File: config.mk
export PLATFORM = sky130hd
export DESIGN_NAME = flash_bank_remap
export DESIGN_NICKNAME = d
export VERILOG_FILES = /design/src/rtl/fbr_pkg.sv /design/src/rtl/fbr_sel_hold.sv /design/src/rtl/fbr_win_decode.sv /design/src/rtl/fbr_bank_xlate.sv /design/src/rtl/flash_bank_remap.sv
export SDC_FILE = /design/constraint.sdc
export NUM_CORES = 1
export LEC_CHECK = 0
export BUFFER_PORTS_ARGS = -buffer_cell sky130_fd_sc_hd__buf_2
export CORE_AREA = 2 2 40 42
export CTS_CLUSTER_DIAMETER = 150
export DETAILED_ROUTE_END_ITERATION = 12
export DIE_AREA = 0 0 42 44
export GPL_TIMING_DRIVEN = 0
export PLACE_DENSITY_LB_ADDON = 0.12
export SETUP_SLACK_MARGIN = 0.1
export SYNTH_ARGS = -nofsm -noshare
export SYNTH_HDL_FRONTEND = slang
export SYNTH_SLANG_ARGS = --single-unit
File: constraint.sdc
create_clock -name clk -period 1.5 [get_ports clk]
set_input_delay 0.075 -clock clk [delete_from_list [all_inputs] [get_ports clk]]
set_output_delay 0.075 -clock clk [all_outputs]
set_load 0.02 [all_outputs]
File: src/rtl/fbr_pkg.sv
package fbr_pkg;
  // How much of the switch value is honoured.
  typedef enum logic {
    SEL_FULL    = 1'b0,
    SEL_TWO_CFG = 1'b1
  } sel_mode_e;
endpackage

File: src/rtl/fbr_sel_hold.sv
module fbr_sel_hold
  import fbr_pkg::*;
#(
  parameter int        BANK_W   = 3,
  parameter sel_mode_e SEL_MODE = SEL_FULL
) (
  input  logic              clk,
  input  logic              rst_n,
  input  logic [BANK_W-1:0] sel_raw,
  output logic [BANK_W-1:0] sel_q
);
  logic [BANK_W-1:0] sel_mask;

  generate
    if (SEL_MODE == SEL_TWO_CFG) begin : g_two_cfg
      // only the top select bit survives: bank 0 or bank 2**(BANK_W-1)
      assign sel_mask = {1'b1, {(BANK_W-1){1'b0}}};
    end else begin : g_full
      assign sel_mask = {BANK_W{1'b1}};
    end
  endgenerate

  // capture while reset is held, freeze afterwards
  always_ff @(posedge clk) begin
    if (!rst_n) sel_q <= sel_raw & sel_mask;
  end

  // the captured select never moves once reset has been released
  assert_sel_frozen_R8 : assert property (@(posedge clk) disable iff (!rst_n)
    $past(rst_n) |-> $stable(sel_q));

  // masked bits of the select stay clear
  assert_sel_masked_R9 : assert property (@(posedge clk) disable iff (!rst_n)
    (sel_q & ~sel_mask) == '0);
endmodule

File: src/rtl/fbr_win_decode.sv
module fbr_win_decode #(
  parameter int TAG_W = 5,
  parameter logic [TAG_W-1:0] WIN_TAG = 5'b11101
) (
  input  logic             cs,
  input  logic [TAG_W-1:0] addr_tag,
  output logic             hit
);
  function automatic logic tag_match(input logic [TAG_W-1:0] t);
    return t == WIN_TAG;
  endfunction

  assign hit = cs & tag_match(addr_tag);
endmodule

File: src/rtl/fbr_bank_xlate.sv
module fbr_bank_xlate #(
  parameter int FLASH_AW = 27,
  parameter int BANK_W   = 3
) (
  input  logic                hit,
  input  logic [FLASH_AW-1:0] addr_in,
  input  logic [BANK_W-1:0]   sel,
  output logic [BANK_W-1:0]   bank_field_in,
  output logic [BANK_W-1:0]   bank_field_out,
  output logic [FLASH_AW-1:0] addr_out
);
  localparam int OFS_W = FLASH_AW - BANK_W;

  function automatic logic [BANK_W-1:0] fold_bank(input logic [BANK_W-1:0] f,
                                                   input logic [BANK_W-1:0] s);
    return f ^ s;
  endfunction

  assign bank_field_in  = addr_in[FLASH_AW-1:OFS_W];
  assign bank_field_out = fold_bank(bank_field_in, sel);
  assign addr_out = hit ? {bank_field_out, addr_in[OFS_W-1:0]} : '0;
endmodule

File: src/rtl/flash_bank_remap.sv
module flash_bank_remap
  import fbr_pkg::*;
#(
  parameter int        ADDR_W   = 32,
  parameter int        FLASH_AW = 27,
  parameter int        BANK_W   = 3,
  parameter logic [ADDR_W-FLASH_AW-1:0] WIN_TAG = 5'b11101,
  parameter sel_mode_e SEL_MODE = SEL_FULL
) (
  input  logic                clk,
  input  logic                rst_n,
  input  logic [ADDR_W-1:0]   host_addr,
  input  logic                cs,
  input  logic [BANK_W-1:0]   bank_sel,
  output logic [FLASH_AW-1:0] flash_addr,
  output logic                win_hit
);
  localparam int TAG_W = ADDR_W - FLASH_AW;
  localparam int OFS_W = FLASH_AW - BANK_W;

  logic [BANK_W-1:0] sel_q;
  logic [BANK_W-1:0] bank_field_in;
  logic [BANK_W-1:0] bank_field_out;

  fbr_sel_hold #(.BANK_W(BANK_W), .SEL_MODE(SEL_MODE)) u_sel (
    .clk     (clk),
    .rst_n   (rst_n),
    .sel_raw (bank_sel),
    .sel_q   (sel_q)
  );

  fbr_win_decode #(.TAG_W(TAG_W), .WIN_TAG(WIN_TAG)) u_win (
    .cs       (cs),
    .addr_tag (host_addr[ADDR_W-1:FLASH_AW]),
    .hit      (win_hit)
  );

  fbr_bank_xlate #(.FLASH_AW(FLASH_AW), .BANK_W(BANK_W)) u_xlate (
    .hit            (win_hit),
    .addr_in        (host_addr[FLASH_AW-1:0]),
    .sel            (sel_q),
    .bank_field_in  (bank_field_in),
    .bank_field_out (bank_field_out),
    .addr_out       (flash_addr)
  );

  // no hit without the strobe
  assert_hit_needs_cs_R1 : assert property (@(posedge clk) disable iff (!rst_n)
    win_hit |-> cs);

  // a miss drives a quiet address
  assert_miss_zero_R2 : assert property (@(posedge clk) disable iff (!rst_n)
    !win_hit |-> flash_addr == '0);

  // offset inside the bank is untouched
  assert_offset_pass_R3 : assert property (@(posedge clk) disable iff (!rst_n)
    win_hit |-> flash_addr[OFS_W-1:0] == host_addr[OFS_W-1:0]);

  // undoing the fold with the held select gives back the host bank field
  assert_fold_inverts_R4 : assert property (@(posedge clk) disable iff (!rst_n)
    win_hit |-> (flash_addr[FLASH_AW-1:OFS_W] ^ sel_q) == bank_field_in);

  // select zero is the identity map
  assert_identity_R5 : assert property (@(posedge clk) disable iff (!rst_n)
    (win_hit && sel_q == '0) |-> flash_addr == host_addr[FLASH_AW-1:0]);
endmodule

==> results.json, run 1 <==
{
  "avgSynthCellArea_um2": 8.264,
  "syn_nets": 81,
  "placedInstanceArea_um2": 700.7,
  "global_route_wire_length_before_repair_um": 2021,
  "routed.top_layer": "met3",
  "post_synth_fa_ha_maj_area_fraction_pct": 0,
  "initial_antenna_violation_count": 0,
  "worst_ep_required_time_ns": 1.42,
  "cts_buffers": 3,
  "synth-seq-cells": 3,
  "p_clk_share_pct": 41.9,
  "route.detailed.wl_per_inst_um": 9.750,
  "timing.final.ws_setup_ns": 0.3952,
  "final-hold-violation-count": 0,
  "critPathKind": "flop to output port",
  "detail_route.wirelength.met1_um": 389,
  "dp_worst_setup_slack_ns": 0.4452,
  "post-synth-top-area-fraction_pct": 35.21,
  "cell_with_the_largest_stage_delay_on_the_worst_path": "sky130_fd_sc_hd__edfxtp_1",
  "globalRouteTotalUtil_pct": 14.15,
  "finalWeightedCongestion": 0.6735,
  "ctsHtreeMaxLevel": 1,
  "critical_path.endpoint_type": "output port",
  "max_flop_register": "u_sel.sel_q",
  "fp.dieArea_um2": 1848,
  "muxShareOfSynthArea_pct": 0,
  "tns_ns": 0,
  "timing.critical_path.slowest_cell_delay_ns": 0.36,
  "xor_xnor_share_of_the_synthesized_area_pct": 7.394,
  "io_buffer_count": 65,
  "final.period_utilization_pct": 73.66,
  "synth_top_cells_by_area": "sky130_fd_sc_hd__and3_1 35%, sky130_fd_sc_hd__edfxtp_1 25%, sky130_fd_sc_hd__and3_2 8.5%, sky130_fd_sc_hd__xnor2_1 7.4%, sky130_fd_sc_hd__buf_6 6.3%",
  "antenna_cells_inserted": 0,
  "finalWorstPathRequiredPeriod_ns": 1.105,
  "outcome": "completed",
  "viasPerCell": 4.602,
  "std_cell_rows": 14,
  "synth-simple-area-share_pct": 57.75,
  "die_h_um": 44,
  "post_synth_num_cell_types": 13,
  "sequential_element_share_of_the_synthesized_area_pct": 25.35,
  "worstHoldPathType": "input pin to flop",
  "p_sw_share_pct": 23.62,
  "synthCells": 43,
  "power_frac_comb_pct": 26.9,
  "worst-path-max-fanout": 1,
  "stdcell_area_um2": 726.9,
  "synth-compound-area-share_pct": 0,
  "yosysTopAreaCell": "sky130_fd_sc_hd__and3_1",
  "maxCapViolations": 0,
  "share_of_post_route_cells_with_drive_strength_above_1_pct": 67.86,
  "cts.repair_timing.setup_buffer_count": 0,
  "cellPowerDensity_nw_per_um2": 453.2,
  "p_sw_w": 0.00007781,
  "cts_tree": "built",
  "synth.yosys.warnings": 0,
  "worst-path-buf-inv": 1,
  "top_ports": 66,
  "timing_max_transition_violations_final": 0,
  "vdd_ir_drop_max_mv": 0.5511,
  "top_regs": "u_sel.sel_q x3",
  "power.static_leakage_nw": 0.5281,
  "drt-pass1-iter-count": 4,
  "synth_top_family_by_area": "simple AND/OR/NAND/NOR gates",
  "worst_path_dominant_cell_family": "flip-flops",
  "power.internal_w": 0.0002517,
  "clock_slew_at_the_register_clock_pins_of_the_worst_setup_and_hold_paths_ns": 0.04,
  "initial_core_util_pct": 25.04,
  "hold_bufs_at_cts": 0,
  "grt_max_degree": 11,
  "synth.cell_area_um2": 355.3,
  "cts.root.buffer_cell": "sky130_fd_sc_hd__clkbuf_4",
  "max_slew.worst_pin.slew_ns": 0.3089,
  "clkSinkCount": 3,
  "hold_depth": 1,
  "achievable-frequency_mhz": 905.1,
  "design.core.area_um2": 1419,
  "seqPwrFrac_pct": 31.2,
  "worstPathCellList": "xnor2_1 -> nor3_1 -> buf_2",
  "cts_repair_resize_count": 0,
  "detailroute.via_count": 589,
  "area_grow_syn2layout_pct": 104.6,
  "fp.dieW_um": 42,
  "drt_iter0_markers": 3,
  "hold_path_end": "u_sel.sel_q[1]",
  "max-clock-path-buffers": 2,
  "antenna_violating_nets_remaining": 0,
  "met2WireLength_um": 676,
  "drc_violations_left": 0,
  "finalWirelength_um": 1248,
  "grt_setup_unrepaired": "no",
  "dpl.hpwl_um": 1099,
  "setup_violators_final": 0,
  "maxSlewHeadroom_pct": 79.40,
  "largest_register_ff_count": 3,
  "hold_slack_ns": 0.01900,
  "holdCritStartpoint": "bank_sel[1]",
  "nNetsFinal": 151,
  "cp_data_arrival_time_ns": 1.03,
  "first_global_vias": 523,
  "startpoint_type": "flop",
  "met3WireLength_um": 182,
  "globalRouteOverflowTotal": 0
}
placed cells by master (no fill, tap or decap):
cell type                  instances
sky130_fd_sc_hd__and2_2            1
sky130_fd_sc_hd__and3_1           20
sky130_fd_sc_hd__and3_2            4
sky130_fd_sc_hd__and4b_2           1
sky130_fd_sc_hd__buf_2            65
sky130_fd_sc_hd__buf_6             2
sky130_fd_sc_hd__clkbuf_1          3
sky130_fd_sc_hd__clkbuf_4          3
sky130_fd_sc_hd__edfxtp_1          3
sky130_fd_sc_hd__inv_1             1
sky130_fd_sc_hd__nand2_1           1
sky130_fd_sc_hd__nand4b_1          1
sky130_fd_sc_hd__nor2_1            1
sky130_fd_sc_hd__nor3_1            3
sky130_fd_sc_hd__xnor2_1           3
metal layers:
layer	up-vias	track usage, %
li1	296	-
met1	244	13.16
met2	49	28.44
met3	0	4.167
met4	0	5.806
met5	-	0
final cells by class:
type / count / area (um2)
Buffer: 4 / 30.03
Clock buffer: 4 / 26.28
Fill cell: 143 / 691.9
Inverter: 1 / 3.754
Multi-Input combinational cell: 35 / 231.5
Sequential cell: 3 / 90.09
Tap cell: 16 / 20.02
Timing Repair Buffer: 65 / 325.3
through the flow:
step	power [W]	util, %	instances
floorplan	0.0001390	-	43
detailed placement	0.0001932	49.38	124
global placement	0.0001911	49.38	124
finish	0.0003295	51.23	128
global route	0.0003541	51.23	128
CTS	0.0003365	51.23	128
worst max path at each step:
stage | from | endpoint | slack [ns] | cells past startpoint
after floorplan | u_sel.sel_q[0] | flash_addr[24] | 0.48 | 2
after global placement | host_addr[28] | flash_addr[14] | 0.44 | 5
after detailed placement | host_addr[28] | flash_addr[14] | 0.45 | 5
after CTS | u_sel.sel_q[2] | flash_addr[26] | 0.38 | 3
after global routing | u_sel.sel_q[2] | flash_addr[26] | 0.29 | 3
final | u_sel.sel_q[0] | flash_addr[24] | 0.40 | 3
synthesized netlist by cell type:
cell                       count
sky130_fd_sc_hd__and3_1       20
sky130_fd_sc_hd__inv_1         1
sky130_fd_sc_hd__buf_6         2
sky130_fd_sc_hd__and4b_2       1
sky130_fd_sc_hd__xnor2_1       3
sky130_fd_sc_hd__and2_2        1
sky130_fd_sc_hd__nor3_1        3
sky130_fd_sc_hd__and3_2        4
sky130_fd_sc_hd__clkbuf_1      2
sky130_fd_sc_hd__nand4b_1      1
sky130_fd_sc_hd__nand2_1       1
sky130_fd_sc_hd__edfxtp_1      3
sky130_fd_sc_hd__nor2_1        1
power by group through the flow:
| stage | sequential [W] | combinational [W] | clock (W) |
|---|---|---|---|
| finish | 0.000103 | 0.0000885 | 0.000138 |
| global route | 0.000103 | 0.0000998 | 0.000151 |
| CTS | 0.000103 | 0.0000893 | 0.000144 |
| detailed placement | 0.000104 | 0.0000892 | 0 |
| global placement | 0.000104 | 0.0000872 | 0 |
| floorplan | 0.000104 | 0.0000352 | 0 |
kinds of logic (layout without fill, tap and decap cells):
| family | after synthesis | after routing |
|---|---|---|
| buffers and inverters | 5 | 74 |
| AND/OR/NAND/NOR | 32 | 32 |
| XOR/XNOR | 3 | 3 |
| flip-flops | 3 | 3 |
Power figures use the tool's default switching activity.
==> inputs of run 2 (changes only) <==
--- a/config.mk
+++ b/config.mk
@@ -6,10 +6,10 @@
 export NUM_CORES = 1
 export LEC_CHECK = 0
 export BUFFER_PORTS_ARGS = -buffer_cell sky130_fd_sc_hd__buf_2
-export CORE_AREA = 2 2 40 42
+export CORE_AREA = 2 2 44 46
 export CTS_CLUSTER_DIAMETER = 150
 export DETAILED_ROUTE_END_ITERATION = 12
-export DIE_AREA = 0 0 42 44
+export DIE_AREA = 0 0 46 48
 export GPL_TIMING_DRIVEN = 0
 export PLACE_DENSITY_LB_ADDON = 0.12
 export SETUP_SLACK_MARGIN = 0.1
==> constraint.sdc (replaced) <==
create_clock -name clk -period 0.9 [get_ports clk]
set_input_delay 0.045 -clock clk [delete_from_list [all_inputs] [get_ports clk]]
set_output_delay 0.045 -clock clk [all_outputs]
set_load 0.02 [all_outputs]
==> run 2 against run 1 <==
The flow now finishes with violations (negative setup slack). Utilization grew 8.8 points. Power grew 84%. Via count grew 6.5%. Final area grew 40%. Critical path depth is the same. Combinational power grew 120%. Critical endpoint unchanged.
==> results.json, run 2 (same netlist as run 1, synthesis figures left out) <==
{
  "max_flop_register": "u_sel.sel_q",
  "critical_path.endpoint_type": "output port",
  "drt-pass1-iter-count": 2,
  "top_regs": "u_sel.sel_q x3",
  "power.static_leakage_nw": 0.5378,
  "design.core.area_um2": 1689,
  "timing.final.ws_setup_ns": -0.1618,
  "dp_worst_setup_slack_ns": -0.09432,
  "finalWorstPathRequiredPeriod_ns": 1.062,
  "clock_slew_at_the_register_clock_pins_of_the_worst_setup_and_hold_paths_ns": 0.04,
  "nNetsFinal": 156,
  "top_ports": 66,
  "globalRouteOverflowTotal": 0,
  "dpl.hpwl_um": 1236,
  "worst_setup_path_startpoint": "u_sel.sel_q[0]",
  "grt_max_degree": 11,
  "use_met1_pct": 13.20,
  "worstPathCellList": "xnor2_1 -> nor3_2 -> buf_4",
  "fp.dieW_um": 46,
  "met3_track_demand_over_resource_in_global_routing_pct": 4.151,
  "outcome": "finished, violations left",
  "maxCapViolations": 0,
  "worst-path-max-fanout": 1,
  "max_slew.worst_pin.slew_ns": 0.2514,
  "max-clock-path-buffers": 2,
  "final-hold-violation-count": 0,
  "holdCritStartpoint": "rst_n",
  "largest_register_ff_count": 3,
  "maxSlewHeadroom_pct": 83.15,
  "ctsHtreeMaxLevel": 1,
  "critPathKind": "flop to output port",
  "drt_iter0_markers": 2,
  "antenna_violating_nets_remaining": 0,
  "global_route_wire_length_before_repair_um": 2442,
  "cts.root.buffer_cell": "sky130_fd_sc_hd__clkbuf_4",
  "drc_violations_left": 0,
  "finalWeightedCongestion": 0.6990,
  "cell_with_the_largest_stage_delay_on_the_worst_path": "sky130_fd_sc_hd__edfxtp_1",
  "timing_max_transition_violations_final": 0,
  "cts_buffers": 3,
  "initial_antenna_violation_count": 0,
  "route.detailed.wl_per_inst_um": 14.06,
  "seqPwrFrac_pct": 28.4,
  "timing.critical_path.slowest_cell_delay_ns": 0.38,
  "p_clk_share_pct": 39.0,
  "layout.cells.most_common": "sky130_fd_sc_hd__buf_2",
  "setup_violators_final": 27,
  "fp.dieArea_um2": 2208,
  "failed_checks": "negative setup slack",
  "layout.cells.most_common_list": "36 x sky130_fd_sc_hd__buf_2, 21 x sky130_fd_sc_hd__buf_6, 16 x sky130_fd_sc_hd__and3_4, 12 x sky130_fd_sc_hd__buf_4",
  "multi_input_comb_area_um2": 326.6,
  "p_sw_w": 0.0001580,
  "startpoint_type": "flop",
  "globalRouteTotalUtil_pct": 16.39,
  "viasPerCell": 4.679,
  "seqCellArea_um2": 90.09,
  "detailroute.via_count": 627,
  "grt_setup_unrepaired": "yes",
  "cts_tree": "built",
  "share_of_post_route_cells_with_drive_strength_above_1_pct": 84.62,
  "achievable-frequency_mhz": 941.8,
  "io_buffer_count": 65,
  "die_h_um": 48,
  "clkSinkCount": 3,
  "worst_ep_required_time_ns": 0.85,
  "p_sw_share_pct": 26.11,
  "std_cell_rows": 15,
  "grtUsageMet2_pct": 34.17,
  "cp_data_arrival_time_ns": 1.02,
  "fillers": 136,
  "power_frac_comb_pct": 32.6,
  "final.period_utilization_pct": 118.0,
  "cellPowerDensity_nw_per_um2": 596.4,
  "cts.repair_timing.setup_buffer_count": 0,
  "finalWirelength_um": 1884,
  "report.power.total_w": 0.0006052,
  "worstHoldPathType": "input pin to flop",
  "area_grow_syn2layout_pct": 185.6,
  "power.internal_w": 0.0004472,
  "initial_core_util_pct": 21.04,
  "globalRoute.busiestLayer": "met2",
  "first_global_vias": 564,
  "antenna_cells_inserted": 0,
  "vdd_ir_drop_max_mv": 0.6939
}
==> run 2: cell types whose count changed in the layout (fill, tap and decap cells not counted), moves of 3 or more <==
cell and change:
sky130_fd_sc_hd__and3_4 +16, sky130_fd_sc_hd__and3_1 -16, sky130_fd_sc_hd__nor3_1 -3, sky130_fd_sc_hd__buf_2 -29, sky130_fd_sc_hd__buf_6 +19, sky130_fd_sc_hd__nor3_2 +3
sky130_fd_sc_hd__buf_4 +12, sky130_fd_sc_hd__dlygate4sd3_1 +3
==> run 2: stage by stage <==
stage | utilization (%) | hold WS (ns) | cells | area (um2) | setup TNS, ns
finish | 60.07 | 0.1223 | 134 | 1015 | -2.467
global route | 60.07 | 0.1231 | 134 | 1015 | -3.178
CTS | 60.07 | 0.1150 | 134 | 1015 | -2.289
detailed placement | 42.44 | 0.2269 | 125 | 716.9 | -1.516
global placement | 42.44 | 0.2232 | 125 | 716.9 | -1.385
floorplan | - | 0.1439 | 43 | 370.4 | 0
==> run 2: worst paths after layout <==
path | endpoint | slack [ns] | depth (start not counted)
max | flash_addr[24] | -0.16 | 3
min | u_sel.sel_q[1] | 0.12 | 2
==> run 2: critical path, delay by kind of cell (launching register included) <==
| family | cells | cell delay (ns) |
|---|---|---|
| XOR/XNOR | 1 | 0.14 |
| flip-flops | 1 | 0.38 |
| buffers and inverters | 1 | 0.16 |
| AND/OR/NAND/NOR | 1 | 0.11 |
==> run 2: layout make-up <==
class / count / share of cell area, %
Inverter: 1 / 0.3699
Timing Repair Buffer: 70 / 50.68
Clock buffer: 4 / 2.589
Multi-Input combinational cell: 35 / 32.18
Sequential cell: 3 / 8.878
Buffer: 4 / 3.206
Tap cell: 17 / 2.096
==> run 2: layer usage <==
layer | wire length, um | share of wire, % | vias to the layer above
met3 | 180 | 9.6 | 2
met4 | 15 | 0.80 | 0
met1 | 592 | 31 | 284
met5 | 0 | 0 | -
li1 | - | - | 308
met2 | 1096 | 58 | 33
==> run 2: repair_timing <==
item / 4_1_cts / 5_1_grt
pin swaps: 20 / 0
hold endpoints to repair: 3 / 0
gates cloned: 2 / 0
hold buffers: 3 / 0
gates resized for setup: 65 / 0
endpoints found under the setup margin: 28 / 28
==> run 2: power groups by stage <==
stage / Clock, W / Combinational (W) / Sequential [W]
after floorplan: 0 / 0.0000637 / 0.000173
after global placement: 0 / 0.000150 / 0.000173
after detailed placement: 0 / 0.000155 / 0.000174
after CTS: 0.000251 / 0.000193 / 0.000172
after global routing: 0.000261 / 0.000213 / 0.000173
final: 0.000236 / 0.000197 / 0.000172
